==> src/rtl/hz_pkg.sv <==
package hz_pkg;

    localparam int OP_W = 6;
    localparam int FN_W = 6;

    typedef enum logic [3:0] {
        CL_NONE,
        CL_ALU,
        CL_ALUI,
        CL_LOAD,
        CL_STORE,
        CL_BRZ,
        CL_J,
        CL_JAL,
        CL_JR,
        CL_JALR
    } op_class_e;

    localparam logic [OP_W-1:0] OPC_SPECIAL = 6'h00;
    localparam logic [OP_W-1:0] OPC_J       = 6'h02;
    localparam logic [OP_W-1:0] OPC_JAL     = 6'h03;
    localparam logic [OP_W-1:0] OPC_BRZ_EQ  = 6'h04;
    localparam logic [OP_W-1:0] OPC_BRZ_NE  = 6'h05;
    localparam logic [OP_W-1:0] OPC_LOAD    = 6'h23;
    localparam logic [OP_W-1:0] OPC_STORE   = 6'h2B;
    localparam logic [2:0]      OPC_ALUI_HI = 3'b001;
    localparam logic [FN_W-1:0] FN_JR       = 6'h08;
    localparam logic [FN_W-1:0] FN_JALR     = 6'h09;

    function automatic op_class_e classify(input logic [OP_W-1:0] op,
                                           input logic [FN_W-1:0] fn);
        op_class_e c;
        c = CL_NONE;
        if (op == OPC_SPECIAL) begin
            if (fn == FN_JR)
                c = CL_JR;
            else if (fn == FN_JALR)
                c = CL_JALR;
            else
                c = CL_ALU;
        end else if (op[OP_W-1:OP_W-3] == OPC_ALUI_HI) begin
            c = CL_ALUI;
        end else if (op == OPC_LOAD) begin
            c = CL_LOAD;
        end else if (op == OPC_STORE) begin
            c = CL_STORE;
        end else if (op == OPC_BRZ_EQ || op == OPC_BRZ_NE) begin
            c = CL_BRZ;
        end else if (op == OPC_J) begin
            c = CL_J;
        end else if (op == OPC_JAL) begin
            c = CL_JAL;
        end
        return c;
    endfunction

endpackage

==> src/rtl/hz_decode.sv <==
module hz_decode
    import hz_pkg::*;
#(
    parameter int INSTR_W  = 32,
    parameter int REG_W    = 5,
    parameter int LINK_REG = 31
) (
    input  logic [INSTR_W-1:0] instr,
    input  logic               valid,
    output logic [REG_W-1:0]   src1,
    output logic [REG_W-1:0]   src2,
    output logic               rd_en1,
    output logic               rd_en2,
    output logic [REG_W-1:0]   dest,
    output logic               wr_en
);

    localparam int OP_LSB = INSTR_W - OP_W;
    localparam int RS_LSB = OP_LSB - REG_W;
    localparam int RT_LSB = RS_LSB - REG_W;
    localparam int RD_LSB = RT_LSB - REG_W;
    localparam logic [REG_W-1:0] LINK = LINK_REG[REG_W-1:0];
    localparam logic [REG_W-1:0] ZERO = '0;

    logic [OP_W-1:0]  f_op;
    logic [FN_W-1:0]  f_fn;
    logic [REG_W-1:0] f_rs;
    logic [REG_W-1:0] f_rt;
    logic [REG_W-1:0] f_rd;
    logic             unused_shift_bits;
    op_class_e        cls;

    assign f_op = instr[INSTR_W-1:OP_LSB];
    assign f_rs = instr[OP_LSB-1:RS_LSB];
    assign f_rt = instr[RS_LSB-1:RT_LSB];
    assign f_rd = instr[RT_LSB-1:RD_LSB];
    assign f_fn = instr[FN_W-1:0];
    assign unused_shift_bits = ^instr[RD_LSB-1:FN_W];

    assign src1 = f_rs;
    assign src2 = f_rt;

    always_comb begin
        cls = valid ? classify(f_op, f_fn) : CL_NONE;
    end

    always_comb begin
        rd_en1 = 1'b0;
        rd_en2 = 1'b0;
        dest   = ZERO;
        wr_en  = 1'b0;
        unique case (cls)
            CL_ALU: begin
                rd_en1 = 1'b1;
                rd_en2 = 1'b1;
                dest   = f_rd;
                wr_en  = (f_rd != ZERO);
            end
            CL_ALUI, CL_LOAD: begin
                rd_en1 = 1'b1;
                dest   = f_rt;
                wr_en  = (f_rt != ZERO);
            end
            CL_STORE: begin
                rd_en1 = 1'b1;
                rd_en2 = 1'b1;
            end
            CL_BRZ, CL_JR: begin
                rd_en1 = 1'b1;
            end
            CL_JAL: begin
                dest  = LINK;
                wr_en = 1'b1;
            end
            CL_JALR: begin
                rd_en1 = 1'b1;
                dest   = LINK;
                wr_en  = 1'b1;
            end
            CL_J, CL_NONE: begin
                rd_en1 = 1'b0;
            end
            default: begin
                rd_en1 = 1'b0;
            end
        endcase
    end

endmodule

==> src/rtl/hz_track.sv <==
module hz_track #(
    parameter int DEPTH = 3,
    parameter int REG_W = 5
) (
    input  logic                   clk,
    input  logic                   rst_n,
    input  logic                   bubble,
    input  logic [REG_W-1:0]       in_dest,
    input  logic                   in_wen,
    output logic [DEPTH*REG_W-1:0] slot_dest,
    output logic [DEPTH-1:0]       slot_wen
);

    logic [REG_W-1:0] dest_q [DEPTH];
    logic             wen_q  [DEPTH];
    logic [REG_W-1:0] entry_dest;
    logic             entry_wen;

    always_comb begin
        entry_dest = bubble ? '0 : in_dest;
        entry_wen  = bubble ? 1'b0 : in_wen;
    end

    always_ff @(posedge clk or negedge rst_n) begin
        if (!rst_n) begin
            dest_q[0] <= '0;
            wen_q[0]  <= 1'b0;
        end else begin
            dest_q[0] <= entry_dest;
            wen_q[0]  <= entry_wen;
        end
    end

    for (genvar i = 1; i < DEPTH; i++) begin : g_slot
        always_ff @(posedge clk or negedge rst_n) begin
            if (!rst_n) begin
                dest_q[i] <= '0;
                wen_q[i]  <= 1'b0;
            end else begin
                dest_q[i] <= dest_q[i-1];
                wen_q[i]  <= wen_q[i-1];
            end
        end
    end

    for (genvar i = 0; i < DEPTH; i++) begin : g_out
        always_comb begin
            slot_dest[i*REG_W +: REG_W] = dest_q[i];
            slot_wen[i]                 = wen_q[i];
        end
    end

endmodule

==> src/rtl/hz_compare.sv <==
module hz_compare #(
    parameter int DEPTH = 3,
    parameter int REG_W = 5
) (
    input  logic [REG_W-1:0]       src1,
    input  logic [REG_W-1:0]       src2,
    input  logic                   rd_en1,
    input  logic                   rd_en2,
    input  logic [DEPTH*REG_W-1:0] slot_dest,
    input  logic [DEPTH-1:0]       slot_wen,
    output logic                   stall
);

    logic [DEPTH-1:0] hit1;
    logic [DEPTH-1:0] hit2;

    for (genvar i = 0; i < DEPTH; i++) begin : g_cmp
        always_comb begin
            hit1[i] = slot_wen[i] && (slot_dest[i*REG_W +: REG_W] == src1);
            hit2[i] = slot_wen[i] && (slot_dest[i*REG_W +: REG_W] == src2);
        end
    end

    always_comb begin
        stall = (rd_en1 && (|hit1)) || (rd_en2 && (|hit2));
    end

endmodule

==> src/rtl/hazard_interlock.sv <==
module hazard_interlock #(
    parameter int INSTR_W  = 32,
    parameter int REG_W    = 5,
    parameter int DEPTH    = 3,
    parameter int LINK_REG = 31
) (
    input  logic                   clk,
    input  logic                   rst_n,
    input  logic [INSTR_W-1:0]     dec_instr,
    input  logic                   dec_valid,
    output logic                   stall,
    output logic [DEPTH*REG_W-1:0] trk_dest,
    output logic [DEPTH-1:0]       trk_wen
);

    logic [REG_W-1:0] d_src1;
    logic [REG_W-1:0] d_src2;
    logic             d_re1;
    logic             d_re2;
    logic [REG_W-1:0] d_dest;
    logic             d_wen;

    hz_decode #(
        .INSTR_W (INSTR_W),
        .REG_W   (REG_W),
        .LINK_REG(LINK_REG)
    ) u_decode (
        .instr (dec_instr),
        .valid (dec_valid),
        .src1  (d_src1),
        .src2  (d_src2),
        .rd_en1(d_re1),
        .rd_en2(d_re2),
        .dest  (d_dest),
        .wr_en (d_wen)
    );

    hz_compare #(
        .DEPTH(DEPTH),
        .REG_W(REG_W)
    ) u_compare (
        .src1     (d_src1),
        .src2     (d_src2),
        .rd_en1   (d_re1),
        .rd_en2   (d_re2),
        .slot_dest(trk_dest),
        .slot_wen (trk_wen),
        .stall    (stall)
    );

    hz_track #(
        .DEPTH(DEPTH),
        .REG_W(REG_W)
    ) u_track (
        .clk      (clk),
        .rst_n    (rst_n),
        .bubble   (stall),
        .in_dest  (d_dest),
        .in_wen   (d_wen),
        .slot_dest(trk_dest),
        .slot_wen (trk_wen)
    );

endmodule

==> config.mk <==
export PLATFORM = sky130hd
export DESIGN_NAME = hazard_interlock
export DESIGN_NICKNAME = d
export VERILOG_FILES = /design/src/rtl/hz_pkg.sv /design/src/rtl/hz_decode.sv /design/src/rtl/hz_track.sv /design/src/rtl/hz_compare.sv /design/src/rtl/hazard_interlock.sv
export SDC_FILE = /design/constraint.sdc
export NUM_CORES = 1
export LEC_CHECK = 0
export BUFFER_PORTS_ARGS = -buffer_cell sky130_fd_sc_hd__buf_4
export CAP_MARGIN = 20
export CORE_ASPECT_RATIO = 1.25
export CORE_MARGIN = 4
export CORE_UTILIZATION = 43
export CTS_BUF_LIST = sky130_fd_sc_hd__clkbuf_4 sky130_fd_sc_hd__clkbuf_8
export DETAILED_ROUTE_END_ITERATION = 12
export PLACE_DENSITY_LB_ADDON = 0.05
export SYNTH_ARGS = -nofsm -noshare
export SYNTH_HDL_FRONTEND = slang
export SYNTH_SLANG_ARGS = --single-unit
==> constraint.sdc <==
create_clock -name clk -period 1.7 [get_ports clk]
set_clock_uncertainty 0.2 [all_clocks]
set_input_delay 0.17 -clock clk [delete_from_list [all_inputs] [get_ports clk]]
set_output_delay 0.17 -clock clk [all_outputs]
set_load 0.1 [all_outputs]
Yosys cells after proc, flatten, opt, wreduce, memory -nomap -nowiden --
Cells that the tools add are included.
Storage, ports and cells: register bits 18, input bits 35, output and inout port bits 19, word-level logic and storage cells 64
Operators by class: equal/unequal tests 23, muxes and demuxes 16, reductions and logical operators 19
Operators by type and width (count):
- $mux W4 | 9
- $eq A5 B5 Y1 | 6
- $pmux W5 S3 | 1
- $eq A4 B3 Y1 const B | 3
- $eq A6 B2 Y1 const B | 2
- $eq A6 B3 Y1 const B | 2
- $eq A6 B4 Y1 const B | 2
- $eq A6 B6 Y1 const B | 2
- $reduce_bool A5 Y1 | 2
- $eq A4 B2 Y1 const B | 2
- $eq A4 B4 Y1 const B | 2
- $logic_and A1 B1 Y1 | 8
- $reduce_or A7 Y1 | 1
- $logic_not A6 Y1 | 1
- $reduce_or A2 Y1 | 3
- $reduce_or A3 Y1 | 2
- $mux W5 | 1
- $eq A4 B1 Y1 const B | 1
- $eq A3 B1 Y1 const B | 1
- $mux W1 | 3
- $mux W3 | 1
- $pmux W1 S3 | 1
- $logic_or A1 B1 Y1 | 2

Longest topological paths before layout --
word-level depth 15, mapped depth 7, mapped depth without buffers 6

Modules after synthesis --
From an unflattened synthesis, not the netlist that was laid out.
Unflattened totals: cell total of the unflattened synthesis 114, area total of the unflattened synthesis 1152.4 um2
Modules (own cells, without submodules):
- hz_track | instances 1, cells each 24, area an instance 488.0 um2, seq. area each 450.4 um2
- hz_compare | instances 1, cells each 44, area an instance 351.6 um2, seq. area each 0.0 um2
- hz_decode | instances 1, cells each 46, area an instance 312.8 um2, seq. area each 0.0 um2

Least setup slack after synthesis --
No wires, ideal clock.
path type reg-to-reg, from register u_track.dest_q (netlist bit u_track.slot_dest[1]), to register u_track.dest_q (netlist bit u_track.slot_dest[0]), setup time 0.187 ns, arrival 2.574 ns, data required time 1.313 ns, setup slack -1.261 ns, stages on the path, launching flop included 6, buffers on the path 0, clock period less this slack 2.961 ns, cell sequence dfrtp_1 -> xor2_1 -> nor4_1 -> a31oi_1 -> o2bb2ai_2 -> a31oi_1
Between the ends: cells in the longest elaborated chain, start to end 6, elaborated cells on any way between the ends 10, classes of those cells eq/ne (2); mux (1); reduce/logical (7)
RTL lines:
- start: declaration | line hz_track.sv:14 | logic [REG_W-1:0] dest_q [DEPTH];
- $eq A5 B5 Y1 (on tied branches) | line hz_compare.sv:19, hz_compare.sv:20
- $logic_and A1 B1 Y1 (on tied branches) | line hz_compare.sv:19, hz_compare.sv:20
- $reduce_or A3 Y1 | line hz_compare.sv:25 | stall = (rd_en1 && (|hit1)) || (rd_en2 && (|hit2));
- $logic_and A1 B1 Y1 | line hz_compare.sv:25
- $logic_or A1 B1 Y1 (*) | line hz_compare.sv:25
- net stall | line hazard_interlock.sv:11 | output logic stall,
- $mux W5 (*) | line hz_track.sv:20 | entry_dest = bubble ? '0 : in_dest;
- net u_track.entry_dest[0] | line hz_track.sv:16 | logic [REG_W-1:0] entry_dest;
The timed path passes the listed nets; every way through them passes the cells marked *.

Final worst setup path --
from register u_track.dest_q (netlist bit u_track.slot_dest[1]), to output port stall
Between the ends: cells in the longest elaborated chain, start to end 5, elaborated cells on any way between the ends 9, classes of those cells eq/ne (2); reduce/logical (7)
RTL lines (line):
- $eq A5 B5 Y1 (on tied branches) | hz_compare.sv:19, hz_compare.sv:20
- $logic_and A1 B1 Y1 (on tied branches) | hz_compare.sv:19, hz_compare.sv:20
- $reduce_or A3 Y1 | hz_compare.sv:25
- $logic_and A1 B1 Y1 | hz_compare.sv:25
- $logic_or A1 B1 Y1 (*) | hz_compare.sv:25
- end: declaration | hazard_interlock.sv:11
Mark *: on every way between the ends. The rest lies on a longest branch, timed or not.

==> flow_summary_export.csv <==
group,metric,value,unit
worst_setup_path,r2r_end,"u_track.slot_wen[0]",
logic_synthesis,synth_seq_area_share,39.0,%
logic_synthesis,syn-num-nets,153,
global_routing,track_usage,22.3,%
flow_run,cap_violations,0,
pwr,totalPowerFinal,1.17,mW
timing,worstMarginPinSlew,0.525,ns
final_layout,regArea,479,um2
final_layout,diodes,0,
worst_setup_path,rr_worst_depth,7,
drt,wl_per_cell,15.4,um
global_routing,antenna_found_initial,0,
global_routing,gr-usage-met1,23.4,%
global_routing,grt_pass1_wl,5.87,mm
drt,ant_nets,0,
logic_synthesis,postSynth.asyncResetShare,100,%
timing,setup_slack,-0.501,ns
worst_setup_path,crit_type,"flip-flop to primary output",
worst_setup_path,reg2reg_slack,-0.27,ns
worst_setup_path,cp_max_fo,3,
global_routing,grt-ovfl-total,0,
pwr,max-vdd-ir-drop,0.000448,V
worst_setup_path,path_cells,"xor2_1 > nor4_2 > a31oi_2 > o2bb2ai_4 > buf_12",
worst_setup_path,critPathLaunchType,"flip-flop",
timing,setup_viol,7,
worst_setup_path,slowest_delay,0.51,ns
worst_setup_path,critPathCaptureType,"primary output",
die,dieArea,3580,um2
drt,vias_per_cell,5.26,
global_routing,top_usage_layer,"met2",
die,rows,20,
drt,vias,1272,
final_layout,fillers,184,
logic_synthesis,synthFlopType,"dfrtp_1",
placement,io_buffer_count,48,
placement,pre_cts_ws,-0.539,ns
timing,relSlewSlack,64.1,%
placement,dp_hpwl,2.79,mm
worst_setup_path,worst-path-buf-inv,1,
clock_network,clockBufferDepth,2,
clock_network,clk_pin_slew,0.10,ns
logic_synthesis,syn_area,1150,um2
drt,drc,0,
outcome,status,"finished, violations left",
global_routing,grt_max_degree,19,
timing,slew_viol_final,0,
logic_synthesis,synth_top_area_cell,"dfrtp_1",
die,io_pins,54,
timing,fin_worst_hold_slack,0.0585,ns
global_routing,grt_pass1_vias,1338,
logic_synthesis,synth_cell_types,36,
hold_path,hp-class,"primary input to asynchronous set/reset pin",
placement,place_congestion,0.860,
final_layout,areaGrowthSynthToFinish,76.1,%
die,coreArea,2500,um2
die,die_w,54.4,um
clock_network,cts_tree,"built",
drt,routed_wirelength,3.72,mm
logic_synthesis,syn_inst,118,
drt,firstDrtPassIters,5,
clock_network,cts-root-buf,"clkbuf_4",
clock_network,cts_max_level,1,
logic_synthesis,synth_edf_count,0,
worst_setup_path,cp.arrival,1.83,ns
global_routing,grtUsageMet3,3.39,%
final_layout,layout-drive-gt1-share,58.9,%
clock_network,clk_latency,0.30,ns
worst_setup_path,cp_top_family,"flip-flops",
die,start_util,46.2,%
global_routing,grt_use_met2,41.6,%
die,fp.dieH,65.9,um
drt,dr.first_iter.drc_count,22,
timing,hold_viol_final,0,
outcome,violations,"setup timing",
logic_synthesis,yosys_warnings,0,
clock_network,cts_inserted_buffers,3,
worst_setup_path,cp_slowest_cell,"dfrtp_4",
timing,rsz0062_at_grt,"yes",
worst_setup_path,worstPathRequired,1.33,ns
logic_synthesis,synth.area.top_cells,"dfrtp_1 (39%), xor2_1 (13%), xnor2_1 (11%), nand2_1 (5.2%), a31oi_1 (3.8%)",
final_layout,design_area,2030,um2
clock_network,clock-sinks,18,
final_layout,multiInputGateArea,777,um2
logic_synthesis,synth_top_area_share,39.0,%
placement,placed_area,1820,um2
logic_synthesis,synth.most_common_cell,"dfrtp_1",
timing,fin_crit,2.20,ns
timing,fmax,454,MHz
logic_synthesis,syn_area_per_cell,9.79,um2
worst_setup_path,r2r_start,"u_track.slot_dest[1]",
pwr,powerDensity,577,nW/um2
final_layout,nNetsFinal,245,
pwr,p_leak,0.944,nW
logic_synthesis,synth_common_cells,"dfrtp_1 (18), xor2_1 (17), nand2_1 (16)",
logic_synthesis,synth-seq-cells,18,
timing,fin_crit_sh,129,%
-- per-stage QoR --
| stage | std cells | utilization, % | setup TNS (ns) |
|---|---|---|---|
| after global placement | 228 | 72.7 | -3.35 |
| after detailed placement | 228 | 72.7 | -3.62 |
| after global routing | 242 | 81.3 | -2.60 |
| final | 242 | 81.3 | -2.02 |
| after floorplan | 118 | - | -4.05 |
| after CTS | 242 | 80.5 | -2.40 |
-- logic make-up after synthesis --
kind of cell / after synthesis / synth area share (%)
and+or+nand+nor: 47 / 23.9
DFF: 18 / 39.0
buffers and inverters: 2 / 0.649
AOI/OAI and AO/OA: 20 / 12.9
xor gates and xnor gates: 31 / 23.5
-- final cells by class --
cell class	instances	share of cell area, %
Inverter	1	0.185
Clock buffer	4	1.78
Sequential cell	18	23.6
Tap cell	33	2.03
Multi-Input combinational cell	98	38.2
Timing Repair Buffer	88	34.2
-- metal layers --
metal  up-vias  share of wire [%]
met5         -                  0
met4         0                2.5
met3         9                5.2
met2        51                 57
met1       600                 36
li1        612                  -
-- timing repair --
item                                   CTS  global route
setup endpoints to repair                7             7
pin swaps                                4            10
hold buffers                             6             0
endpoints found under the hold margin   23             0
buffers inserted                         4             2
resized for setup                       12             6
gates cloned                             0             0
-- worst register-to-register path, cell delays in order (launching register included) --
cell and delay, ns:
dfrtp_4 0.51, xor2_1 0.18, nor4_2 0.30, a31oi_2 0.17, o2bb2ai_4 0.17, buf_4 0.14
buf_8 0.12, a31oi_1 0.05
-- worst max-delay path by stage --
stage                                    start              endpoint  slack (ns)  cells past startpoint
after floorplan           u_track.slot_dest[0]  u_track.slot_dest[2]       -0.59                      5
after global placement            dec_instr[2]                 stall       -0.51                      7
after detailed placement         dec_instr[27]                 stall       -0.54                      7
after CTS                 u_track.slot_dest[3]                 stall       -0.49                      5
after global routing      u_track.slot_dest[1]                 stall       -0.59                      6
final                     u_track.slot_dest[1]                 stall       -0.50                      5
-- state kept, by name (all words and copies together), names as in the netlist --
register	cells
u_track.slot_dest	15
u_track.slot_wen	3
-- power by group --
part	internal [mW]	total, mW	switching, mW
registers	0.449	0.467	0.0179
logic	0.178	0.436	0.258
clock network	0.131	0.271	0.140
total	0.758	1.17	0.416
-- cells in the final DEF, fill, tap and decap left out, drive strengths merged --
cell type	instances
nor3	1
nor2	3
a221oi	1
xor2	17
or4	3
a21oi	1
and3b	1
or4b	1
nand4	2
a2111oi	1
nand2b	2
nand2	16
dfrtp	18
nand3	5
nor2b	1
a22o	1
buf	82
clkbuf	4
o22ai	1
or2	2
and3	1
o21ai	3
inv	1
a32oi	1
and2b	1
a211oi	1
nor4	5
a31o	1
o2bb2ai	1
and2	1
xnor2	14
or2b	1
a22oi	1
nand3b	1
a31oi	7
dlygate4sd3	6
(Power assumes the default switching activity.)
